$ cat src/rtl/chs_pkg.sv
package chs_pkg;
  typedef enum logic [1:0] {
    OP_XLT   = 2'd0,
    OP_SETG  = 2'd1,
    OP_LOAD  = 2'd2,
    OP_RECAL = 2'd3
  } op_e;

  typedef enum logic [2:0] {
    ST_IDLE,
    ST_MUL_CH,
    ST_MUL_S,
    ST_GMUL,
    ST_DIV,
    ST_FIN
  } st_e;

  localparam int DEV_LBA_BIT = 6;
endpackage

$ cat src/rtl/chs_seq_mul.sv
module chs_seq_mul #(
  parameter int A_W = 32,
  parameter int B_W = 9
) (
  input  logic           clk,
  input  logic           rst,
  input  logic           start,
  input  logic [A_W-1:0] a,
  input  logic [B_W-1:0] b,
  output logic           done,
  output logic [A_W-1:0] prod
);
  localparam int CNT_W = $clog2(B_W + 1);

  logic [A_W-1:0]   a_sh;
  logic [A_W-1:0]   acc;
  logic [B_W-1:0]   b_sh;
  logic [CNT_W-1:0] cnt;
  logic             run;

  always_ff @(posedge clk) begin
    if (rst) begin
      a_sh <= '0;
      acc  <= '0;
      b_sh <= '0;
      cnt  <= '0;
      run  <= 1'b0;
      done <= 1'b0;
    end else begin
      done <= 1'b0;
      if (start) begin
        a_sh <= a;
        b_sh <= b;
        acc  <= '0;
        cnt  <= CNT_W'(B_W);
        run  <= 1'b1;
      end else if (run) begin
        if (b_sh[0]) acc <= acc + a_sh;
        a_sh <= a_sh << 1;
        b_sh <= b_sh >> 1;
        cnt  <= cnt - 1'b1;
        if (cnt == CNT_W'(1)) begin
          run  <= 1'b0;
          done <= 1'b1;
        end
      end
    end
  end

  assign prod = acc;
endmodule

$ cat src/rtl/chs_seq_div.sv
module chs_seq_div #(
  parameter int N_W = 32,
  parameter int D_W = 14
) (
  input  logic           clk,
  input  logic           rst,
  input  logic           start,
  input  logic [N_W-1:0] num,
  input  logic [D_W-1:0] den,
  output logic           done,
  output logic [N_W-1:0] quot
);
  localparam int CNT_W = $clog2(N_W + 1);

  logic [D_W:0]     rem;
  logic [D_W:0]     den_q;
  logic [D_W:0]     trial;
  logic [N_W-1:0]   dvd;
  logic [N_W-1:0]   q;
  logic [CNT_W-1:0] cnt;
  logic             run;

  always_comb trial = {rem[D_W-1:0], dvd[N_W-1]};

  always_ff @(posedge clk) begin
    if (rst) begin
      rem   <= '0;
      den_q <= '0;
      dvd   <= '0;
      q     <= '0;
      cnt   <= '0;
      run   <= 1'b0;
      done  <= 1'b0;
    end else begin
      done <= 1'b0;
      if (start) begin
        q <= '0;
        if (den == '0) begin
          done <= 1'b1;
        end else begin
          dvd   <= num;
          rem   <= '0;
          den_q <= {1'b0, den};
          cnt   <= CNT_W'(N_W);
          run   <= 1'b1;
        end
      end else if (run) begin
        if (trial >= den_q) begin
          rem <= trial - den_q;
          q   <= {q[N_W-2:0], 1'b1};
        end else begin
          rem <= trial;
          q   <= {q[N_W-2:0], 1'b0};
        end
        dvd <= dvd << 1;
        cnt <= cnt - 1'b1;
        if (cnt == CNT_W'(1)) begin
          run  <= 1'b0;
          done <= 1'b1;
        end
      end
    end
  end

  assign quot = q;
endmodule

$ cat src/rtl/chs_addr_decode.sv
module chs_addr_decode #(
  parameter int LBA_W = 28,
  parameter int BLK_W = 32,
  parameter int HD_W  = 5,
  parameter int SPT_W = 9
) (
  input  logic [7:0]       devhd,
  input  logic [7:0]       sect,
  input  logic [15:0]      cyl,
  input  logic [BLK_W-1:0] geo_c,
  input  logic [HD_W-1:0]  geo_h,
  input  logic [SPT_W-1:0] geo_s,
  output logic             lba_mode,
  output logic [3:0]       head,
  output logic [LBA_W-1:0] lba_direct,
  output logic             chs_err
);
  import chs_pkg::*;

  logic cyl_bad, head_bad, sect_zero, sect_big;

  always_comb begin
    lba_mode   = devhd[DEV_LBA_BIT];
    head       = devhd[3:0];
    lba_direct = LBA_W'({devhd[3:0], cyl, sect});
    cyl_bad    = BLK_W'(cyl) >= geo_c;
    head_bad   = HD_W'(head) >= geo_h;
    sect_zero  = (sect == 8'd0);
    sect_big   = SPT_W'(sect) > geo_s;
    chs_err    = cyl_bad | head_bad | sect_zero | sect_big;
  end
endmodule

$ cat src/rtl/chs_lba_xlat.sv
module chs_lba_xlat #(
  parameter int LBA_W    = 28,
  parameter int BLK_W    = 32,
  parameter int HD_W     = 5,
  parameter int SPT_W    = 9,
  parameter int XL_HEADS = 16,
  parameter int XL_SPT   = 63
) (
  input  logic             clk,
  input  logic             rst,
  input  logic             op_valid,
  input  logic [1:0]       op_code,
  input  logic [7:0]       tf_devhd,
  input  logic [7:0]       tf_scnt,
  input  logic [7:0]       tf_sect,
  input  logic [15:0]      tf_cyl,
  input  logic [BLK_W-1:0] blk_total,
  input  logic [15:0]      nat_cyls,
  input  logic [7:0]       nat_heads,
  input  logic [7:0]       nat_spt,
  output logic             busy,
  output logic             done,
  output logic [LBA_W-1:0] lba,
  output logic             addr_err,
  output logic [BLK_W-1:0] geo_cyls,
  output logic [HD_W-1:0]  geo_heads,
  output logic [SPT_W-1:0] geo_spt,
  output logic [15:0]      wb_cyl,
  output logic [7:0]       wb_devhd,
  output logic [7:0]       wb_sect
);
  import chs_pkg::*;

  localparam int GEO_W  = HD_W + SPT_W;
  localparam int XL_DIV = XL_HEADS * XL_SPT;

  st_e              state;
  logic [1:0]       op_q;
  logic [3:0]       head_q;
  logic [7:0]       sect_q;
  logic [BLK_W-1:0] tot_q;

  logic [LBA_W-1:0] pend_lba;
  logic             pend_err;
  logic [BLK_W-1:0] pend_c;
  logic [HD_W-1:0]  pend_h;
  logic [SPT_W-1:0] pend_s;
  logic [7:0]       pend_devhd;
  logic [7:0]       pend_sect;

  logic             mul_go, mul_done;
  logic [BLK_W-1:0] mul_a, mul_p;
  logic [SPT_W-1:0] mul_b;
  logic             div_go, div_done;
  logic [BLK_W-1:0] div_num, div_q;
  logic [GEO_W-1:0] div_den;

  logic             dec_lba_mode, dec_err;
  logic [3:0]       dec_head;
  logic [LBA_W-1:0] dec_lba;

  logic [SPT_W-1:0] new_s;
  logic [HD_W-1:0]  new_h;

  chs_addr_decode #(
    .LBA_W(LBA_W), .BLK_W(BLK_W), .HD_W(HD_W), .SPT_W(SPT_W)
  ) u_dec (
    .devhd(tf_devhd), .sect(tf_sect), .cyl(tf_cyl),
    .geo_c(geo_cyls), .geo_h(geo_heads), .geo_s(geo_spt),
    .lba_mode(dec_lba_mode), .head(dec_head),
    .lba_direct(dec_lba), .chs_err(dec_err)
  );

  chs_seq_mul #(.A_W(BLK_W), .B_W(SPT_W)) u_mul (
    .clk(clk), .rst(rst), .start(mul_go), .a(mul_a), .b(mul_b),
    .done(mul_done), .prod(mul_p)
  );

  chs_seq_div #(.N_W(BLK_W), .D_W(GEO_W)) u_div (
    .clk(clk), .rst(rst), .start(div_go), .num(div_num), .den(div_den),
    .done(div_done), .quot(div_q)
  );

  always_comb begin
    new_s = (tf_scnt == 8'd0) ? SPT_W'(256) : SPT_W'(tf_scnt);
    new_h = HD_W'(tf_devhd[3:0]) + HD_W'(1);
  end

  assign busy = (state != ST_IDLE);

  always_ff @(posedge clk) begin
    if (rst) begin
      state      <= ST_IDLE;
      op_q       <= OP_XLT;
      head_q     <= '0;
      sect_q     <= '0;
      tot_q      <= '0;
      pend_lba   <= '0;
      pend_err   <= 1'b0;
      pend_c     <= '0;
      pend_h     <= '0;
      pend_s     <= '0;
      pend_devhd <= '0;
      pend_sect  <= '0;
      mul_go     <= 1'b0;
      mul_a      <= '0;
      mul_b      <= '0;
      div_go     <= 1'b0;
      div_num    <= '0;
      div_den    <= '0;
      done       <= 1'b0;
      lba        <= '0;
      addr_err   <= 1'b0;
      geo_cyls   <= '0;
      geo_heads  <= '0;
      geo_spt    <= '0;
      wb_cyl     <= '0;
      wb_devhd   <= '0;
      wb_sect    <= '0;
    end else begin
      mul_go <= 1'b0;
      div_go <= 1'b0;
      done   <= 1'b0;
      case (state)
        ST_IDLE: begin
          if (op_valid) begin
            op_q     <= op_code;
            pend_err <= 1'b0;
            case (op_code)
              OP_XLT: begin
                if (dec_lba_mode) begin
                  pend_lba <= dec_lba;
                  state    <= ST_FIN;
                end else if (dec_err) begin
                  pend_lba <= '0;
                  pend_err <= 1'b1;
                  state    <= ST_FIN;
                end else begin
                  mul_a  <= BLK_W'(tf_cyl);
                  mul_b  <= SPT_W'(geo_heads);
                  mul_go <= 1'b1;
                  head_q <= dec_head;
                  sect_q <= tf_sect;
                  state  <= ST_MUL_CH;
                end
              end
              OP_SETG: begin
                pend_s <= new_s;
                pend_h <= new_h;
                mul_a  <= BLK_W'(new_s);
                mul_b  <= SPT_W'(new_h);
                mul_go <= 1'b1;
                tot_q  <= blk_total;
                state  <= ST_GMUL;
              end
              OP_LOAD: begin
                if (nat_heads > 8'(XL_HEADS)) begin
                  pend_h  <= HD_W'(XL_HEADS);
                  pend_s  <= SPT_W'(XL_SPT);
                  div_num <= blk_total;
                  div_den <= GEO_W'(XL_DIV);
                  div_go  <= 1'b1;
                  state   <= ST_DIV;
                end else begin
                  pend_c <= BLK_W'(nat_cyls);
                  pend_h <= HD_W'(nat_heads);
                  pend_s <= SPT_W'(nat_spt);
                  state  <= ST_FIN;
                end
              end
              default: begin
                pend_devhd <= {tf_devhd[7:4], 4'd0};
                pend_sect  <= tf_devhd[DEV_LBA_BIT] ? 8'd0 : 8'd1;
                state      <= ST_FIN;
              end
            endcase
          end
        end
        ST_MUL_CH: begin
          if (mul_done) begin
            mul_a  <= mul_p + BLK_W'(head_q);
            mul_b  <= geo_spt;
            mul_go <= 1'b1;
            state  <= ST_MUL_S;
          end
        end
        ST_MUL_S: begin
          if (mul_done) begin
            pend_lba <= LBA_W'(mul_p + BLK_W'(sect_q) - BLK_W'(1));
            state    <= ST_FIN;
          end
        end
        ST_GMUL: begin
          if (mul_done) begin
            div_num <= tot_q;
            div_den <= GEO_W'(mul_p);
            div_go  <= 1'b1;
            state   <= ST_DIV;
          end
        end
        ST_DIV: begin
          if (div_done) begin
            pend_c <= div_q;
            state  <= ST_FIN;
          end
        end
        default: begin
          done     <= 1'b1;
          addr_err <= pend_err;
          if (op_q == OP_XLT) lba <= pend_lba;
          if (op_q == OP_SETG || op_q == OP_LOAD) begin
            geo_cyls  <= pend_c;
            geo_heads <= pend_h;
            geo_spt   <= pend_s;
          end
          if (op_q == OP_RECAL) begin
            wb_cyl   <= 16'd0;
            wb_devhd <= pend_devhd;
            wb_sect  <= pend_sect;
          end
          state <= ST_IDLE;
        end
      endcase
    end
  end
endmodule

$ cat config.mk
export PLATFORM = sky130hd
export DESIGN_NAME = chs_lba_xlat
export DESIGN_NICKNAME = d
export VERILOG_FILES = /design/src/rtl/chs_pkg.sv /design/src/rtl/chs_seq_mul.sv /design/src/rtl/chs_seq_div.sv /design/src/rtl/chs_addr_decode.sv /design/src/rtl/chs_lba_xlat.sv
export SDC_FILE = /design/constraint.sdc
export NUM_CORES = 1
export LEC_CHECK = 0
export BUFFER_PORTS_ARGS = -buffer_cell sky130_fd_sc_hd__buf_2
export CAP_MARGIN = 5
export CORE_MARGIN = 2
export CORE_UTILIZATION = 45
export CTS_CLUSTER_SIZE = 24
export DETAILED_ROUTE_END_ITERATION = 10
export MAX_ROUTING_LAYER = met4
export PLACE_DENSITY_LB_ADDON = 0.08
export SLEW_MARGIN = 20
export SYNTH_ARGS = -nofsm -noshare
export SYNTH_HDL_FRONTEND = slang
export SYNTH_SLANG_ARGS = --single-unit
$ cat constraint.sdc
create_clock -name clk -period 6.5 [get_ports clk]
set_input_delay 1.3 -clock clk [delete_from_list [all_inputs] [get_ports clk]]
set_output_delay 1.3 -clock clk [all_outputs]
set_load 0.01 [all_outputs]
* Yosys cells after proc, flatten, opt, wreduce, memory -nomap -nowiden
Index checks and enable logic that the tools add are counted.
** Storage, ports and cells
- Flip-flop bits (word level) :: 492
- Input bits :: 109
- Output and inout port bits :: 109
- Logic and storage cells :: 215
** Operators by class
- Reductions and logical operators :: 36
- $add $sub $neg :: 8
- Muxes and demuxes :: 92
- $lt $le $gt $ge :: 5
- Eq/ne operators :: 25
- Bitwise gates (word level) :: 9
** Operators with widths (count)
- 32-bit 2-to-1 mux :: 17
- 32-bit one-hot mux with 2 select lines :: 4
- 28-bit 2-to-1 mux :: 5
- 14-bit 2-to-1 mux :: 8
- 9-bit 2-to-1 mux :: 7
- 28-bit one-hot mux with 2 select lines :: 1
- 9-bit one-hot mux with 2 select lines :: 3
- 32-bit adder :: 1
- 32-bit by 4-bit adder with 32-bit output :: 1
- 16-bit by 32-bit >= comparator with 1-bit output :: 1
- 28-bit by 8-bit adder with 28-bit output :: 1
- 14-bit one-hot mux with 2 select lines :: 1
- 28-bit by 1-bit subtractor with 28-bit output (second input constant) :: 1
- 1-bit 2-to-1 mux :: 26
- 5-bit AND reduction :: 5
- 3-bit 2-to-1 mux :: 7
- 6-bit 2-to-1 mux :: 3
- 8-bit logical NOT :: 2
- 15-bit by 14-bit >= comparator with 1-bit output :: 1
- 3-bit one-hot mux with 5 select lines :: 1
- 14-bit logical NOT :: 1
- 2-bit AND reduction :: 7
- 2-bit nonzero test :: 7
- 14-bit subtractor :: 1
- 34 further kinds :: 63

* Depth between registers and ports, before layout
- Depth after elaboration :: 9
- Mapped depth :: 15
- Gate-level depth less buffers :: 15

* Hierarchy
From an unflattened synthesis, not the netlist that was laid out.
** Second synthesis, totals
- Cell total of the unflattened synthesis :: 3152
- Area total of the unflattened synthesis :: 25329.3 um^2
** Modules (own cells, without submodules)
- chs_lba_xlat :: times used 1, area each 14634.0 um^2, seq. area each 5985.7 um^2, cells an instance 1853
- chs_seq_mul :: times used 1, area each 4938.5 um^2, seq. area each 1581.5 um^2, cells an instance 645
- chs_seq_div :: times used 1, area each 4754.6 um^2, seq. area each 2001.9 um^2, cells an instance 516
- chs_addr_decode :: times used 1, area each 1002.2 um^2, seq. area each 0.0 um^2, cells an instance 138

* Worst setup path before layout
No wires, ideal clock.
- Kind :: input-to-reg
- Start :: input port tf_cyl[0]
- End :: register mul_a[14]
- Slack :: 2.868 ns
- Setup time :: 0.128 ns
- Required time :: 6.372 ns
- Buffers on the path :: 2
- Data arrival time :: 3.505 ns
- Stages :: 13
- Path through :: inv_1 > ha_1 > nand2b_1 > a21o_1 > a211oi_1 > or3_1 > a31o_2 > a41o_1 > o21ai_2 > buf_2 > buf_2 > mux2i_1 > nor2_1
** Between the ends
- Cells in the longest elaborated chain, start to end :: 6
** Ends and longest elaborated chain
- start, declared :: line chs_lba_xlat.sv:16 : input logic [15:0] tf_cyl,
- 16-bit by 32-bit >= comparator with 1-bit output :: line chs_addr_decode.sv:26 : cyl_bad = BLK_W'(cyl) >= geo_c;
- 1-bit bitwise OR (3 in a row) :: line chs_addr_decode.sv:30 : chs_err = cyl_bad | head_bad | sect_zero | sect_big;
- 3-bit != test (no source line)
- 6-bit AND reduction (no source line)
- end signal, assigned :: line chs_lba_xlat.sv:139 : mul_a <= BLK_W'(tf_cyl);
- end signal, assigned :: line chs_lba_xlat.sv:150 : mul_a <= BLK_W'(new_s);
- end signal, assigned :: line chs_lba_xlat.sv:181 : mul_a <= mul_p + BLK_W'(head_q);
- end, declared :: line chs_lba_xlat.sv:52 : logic [BLK_W-1:0] mul_a, mul_p;
No other way between the ends.
A chain may end at the register's enable or synchronous reset.

* Worst setup path after layout
- Start :: register geo_cyls[24]
- End :: register mul_a[13]
** Between the ends
- Cells in the longest elaborated chain, start to end :: 6
** Ends and longest elaborated chain
- start, declared :: line chs_lba_xlat.sv:25 : output logic [BLK_W-1:0] geo_cyls,
- start signal, assigned :: line chs_lba_xlat.sv:212 : geo_cyls <= pend_c;
- 16-bit by 32-bit >= comparator with 1-bit output :: line chs_addr_decode.sv:26
- 1-bit bitwise OR (3 in a row) :: line chs_addr_decode.sv:30
- 3-bit != test (no source line)
- 6-bit AND reduction (no source line)
No other way between the ends.

==> impl_metrics.py <==
metrics = {
    "global_route": {
        "grt_overflow": 0,
        "grtUsageTotal": 0.258,
        "grt_pass1_wl_um": 110000,
        "first_global_vias": 19527,
        "grt_max_degree": 175,
        "antenna_found_initial": 11,
    },
    "cts": {
        "htree_levels": 2,
        "post_cts_buffers": 0,
        "clock-root-buffer": "clkbuf_16",
        "path_clk_slew_ps": 60,
        "worstSkewPairLatency_ps": 610,
        "tritoncts": "done",
        "clkSinkCount": 466,
        "numCtsBuffers": 51,
        "hold_buffers": 0,
        "ctsResizeCount": 0,
        "clock_path_buffers": 3,
    },
    "critical_path": {
        "critPathSlowestCell": "nor4_1",
        "cp-start-kind": "register",
        "cp-end-kind": "register",
        "cp_max_fo": 34,
        "path_class": "register to register",
        "cpPeakStageDelay_ps": 660,
        "path_cells": "nor4_1, nand4_1, a2111o_1, a31o_2, a41o_1, o21ai_4, buf_4, mux2i_1, nor2_1",
        "worst_ep_arrival_time_ps": 4560,
        "cp.required_ps": 6920,
    },
    "die": {
        "start_util": 0.454,
        "die_w_um": 234,
        "die-area_mm2": 0.0548,
        "coreArea_mm2": 0.0524,
        "pin_count": 218,
        "rows": 84,
        "die_h_um": 234,
    },
    "yosys": {
        "yosysMostFrequentCell": "dfxtp_1",
        "netlist_top_cells_area": "dfxtp_1, ha_1, mux2i_1, nand2_1, a21oi_1",
        "yosysTopAreaCell": "dfxtp_1",
        "synth_seq_cells": 466,
        "seq_area_frac_synth": 0.392,
        "synth-edff-count": 0,
        "yosys_warnings": 0,
        "netlist.area_leader.share": 0.392,
        "synthCells": 2938,
        "syn_area_mm2": 0.0238,
        "async_reset_ff_frac": 0,
        "syn_area_per_cell_um2": 8.10,
        "synth_flop_cell": "dfxtp_1",
        "synth_common_cells": "dfxtp_1, nand2_1, nor2_1",
        "synth.distinct_cells": 76,
    },
    "placed_design": {
        "gp_congestion": 0.903,
        "dpl_worst_slack_ps": 1990,
        "hpwl_um": 49300,
        "numPortBuffers": 190,
        "place_area_mm2": 0.0251,
    },
    "power": {
        "power.leakage_uw": 0.0104,
        "p_sw_uw": 1840,
        "clkPwrFrac": 0.434,
        "swShare": 0.272,
        "p_int_uw": 4930,
        "power_frac_comb": 0.119,
        "ir_worst_vdd_mv": 0.186,
        "cellPowerDensity_mw_per_mm2": 252,
        "pwr-share-seq": 0.447,
    },
    "route": {
        "drtAntennaViolNets": 0,
        "detail_route.wirelength_um": 69500,
        "wl_per_cell_um": 18.5,
        "drtIter0Drc": 1410,
        "vias": 20906,
        "drt-pass1-iter-count": 7,
        "viasPerCell": 5.55,
        "drc_errors": 0,
    },
    "layout": {
        "fillers": 5068,
        "fin_area_mm2": 0.0269,
        "drive_gt1_frac": 0.109,
        "nets": 3273,
        "final_core_util": 0.512,
        "area_growth_pct": 12.8,
    },
    "job": {
        "max-cap-violations": 0,
    },
    "min_path": {
        "hold_path.class": "register to register",
    },
    "sta": {
        "setup_viol": 0,
        "worst_pin_slew_ps": 1100,
        "fmax_mhz": 242,
        "hold_viol": 0,
        "min_period_over_period": 0.637,
        "finalWorstSetupSlack_ps": 2360,
        "fin_skew_ps": 50.7,
        "slew_viol_final": 0,
        "rsz0062_at_grt": "false",
        "relSlewSlack": 0.267,
        "fin_tns_setup_ps": 0,
        "period_needed_ps": 4140,
    },
    "status": {
        "status": "finished clean",
    },
}
==> placed cells by master (no fill, tap or decap), types with 11 or more instances in the layout <==
cell type  instances
a21o_1            34
and3_1            12
xor2_1            20
a221oi_1          14
conb_1            27
buf_4             27
ha_1             137
a211o_1           12
nor3_1            57
dfxtp_1          462
buf_2            189
nand2b_1          12
nand3b_1          11
clkbuf_16         52
diode_2           12
a311oi_1          49
clkbuf_1          17
clkbuf_8          14
a31oi_1           12
mux2i_1          168
a21oi_1          290
nor2_1           366
nor4_1            15
nand4_1           17
nand2_1          439
inv_1            131
nor2b_1           21
a22oi_1           11
or3_1             23
xnor2_1           55
a211oi_1          71
o21ai_0           57
nand3_1           79
o21a_1            13
==> final timing paths <==
kind	startpoint	to	slack [ps]	depth (start not counted)
min	pend_lba[9]	lba[9]	450	2
min reg2reg	pend_lba[9]	lba[9]	450	2
max	geo_cyls[24]	mul_a[13]	2360	9
max reg2reg	geo_cyls[24]	mul_a[13]	2360	9
==> layer usage <==
metal	wire length (um)	up-vias	global-route usage
met2	30300	549	0.384
met3	4530	102	0.0514
met1	33100	9933	0.358
li1	-	10322	-
met5	0	-	-
met4	1550	0	0.0639
==> sequential cells by signal, summed over array words and instances (netlist names), 6 cells and up <==
register     count
sect_q           8
u_div.den_q     14
u_mul.a_sh      28
u_div.rem       14
u_div.dvd       32
mul_a           28
u_div.cnt        6
div_num         32
u_mul.b_sh       9
u_div.quot      32
pend_c          32
pend_s           9
u_mul.prod      28
lba             28
div_den         14
tot_q           32
geo_spt          9
pend_lba        28
geo_cyls        32
mul_b            9
==> kinds of logic after synthesis <==
| group | after synthesis | share of synthesized area |
|---|---|---|
| AO/OA/AOI/OAI | 635 | 0.171 |
| XOR/XNOR | 75 | 0.0276 |
| adder cells (fa/ha/maj) | 141 | 0.0754 |
| buffers and inverters | 345 | 0.0603 |
| flip-flops | 466 | 0.392 |
| multiplexers | 172 | 0.0725 |
| other | 1 | 0.000158 |
| AND/OR/NAND/NOR | 1103 | 0.201 |
==> per-stage QoR <==
| stage | hold slack (ps) | total power (uW) | instances |
|---|---|---|---|
| 6_report | 447 | 6760 | 3764 |
| 5_1_grt | 467 | 7040 | 3763 |
| 3_3_place_gp | 437 | 3870 | 3656 |
| 2_1_floorplan | 432 | 3620 | 2964 |
| 4_1_cts | 453 | 6820 | 3751 |
| 3_5_place_dp | 444 | 3880 | 3657 |
==> critical path, delay by kind of cell (launching register included) <==
kind / cells / cell delay (ps)
flip-flops: 1 / 320
multiplexers: 1 / 220
buffers and inverters: 1 / 440
AND/OR/NAND/NOR: 3 / 1260
AO/OA/AOI/OAI: 4 / 1690
==> power by group through the flow <==
stage,sequential [uW],clock (uW),combinational [uW]
floorplan,3060,0,564
global placement,3080,0,787
detailed placement,3090,0,795
CTS,3020,3000,799
global route,3030,3120,883
finish,3020,2940,804
==> final cells by class <==
cell class / instances / area (um^2) / share of cell area
sequential: 466 / 9330 / 0.347
timing repair buffer: 220 / 1240 / 0.0461
multi-input combinational: 2153 / 13200 / 0.492
inverter: 131 / 492 / 0.0183
clock inverter: 11 / 140 / 0.00522
clock buffer: 83 / 1560 / 0.0580
antenna: 12 / 30.0 / 0.00112
tap: 688 / 861 / 0.0320
No activity file was read; power rests on OpenSTA's default activity.
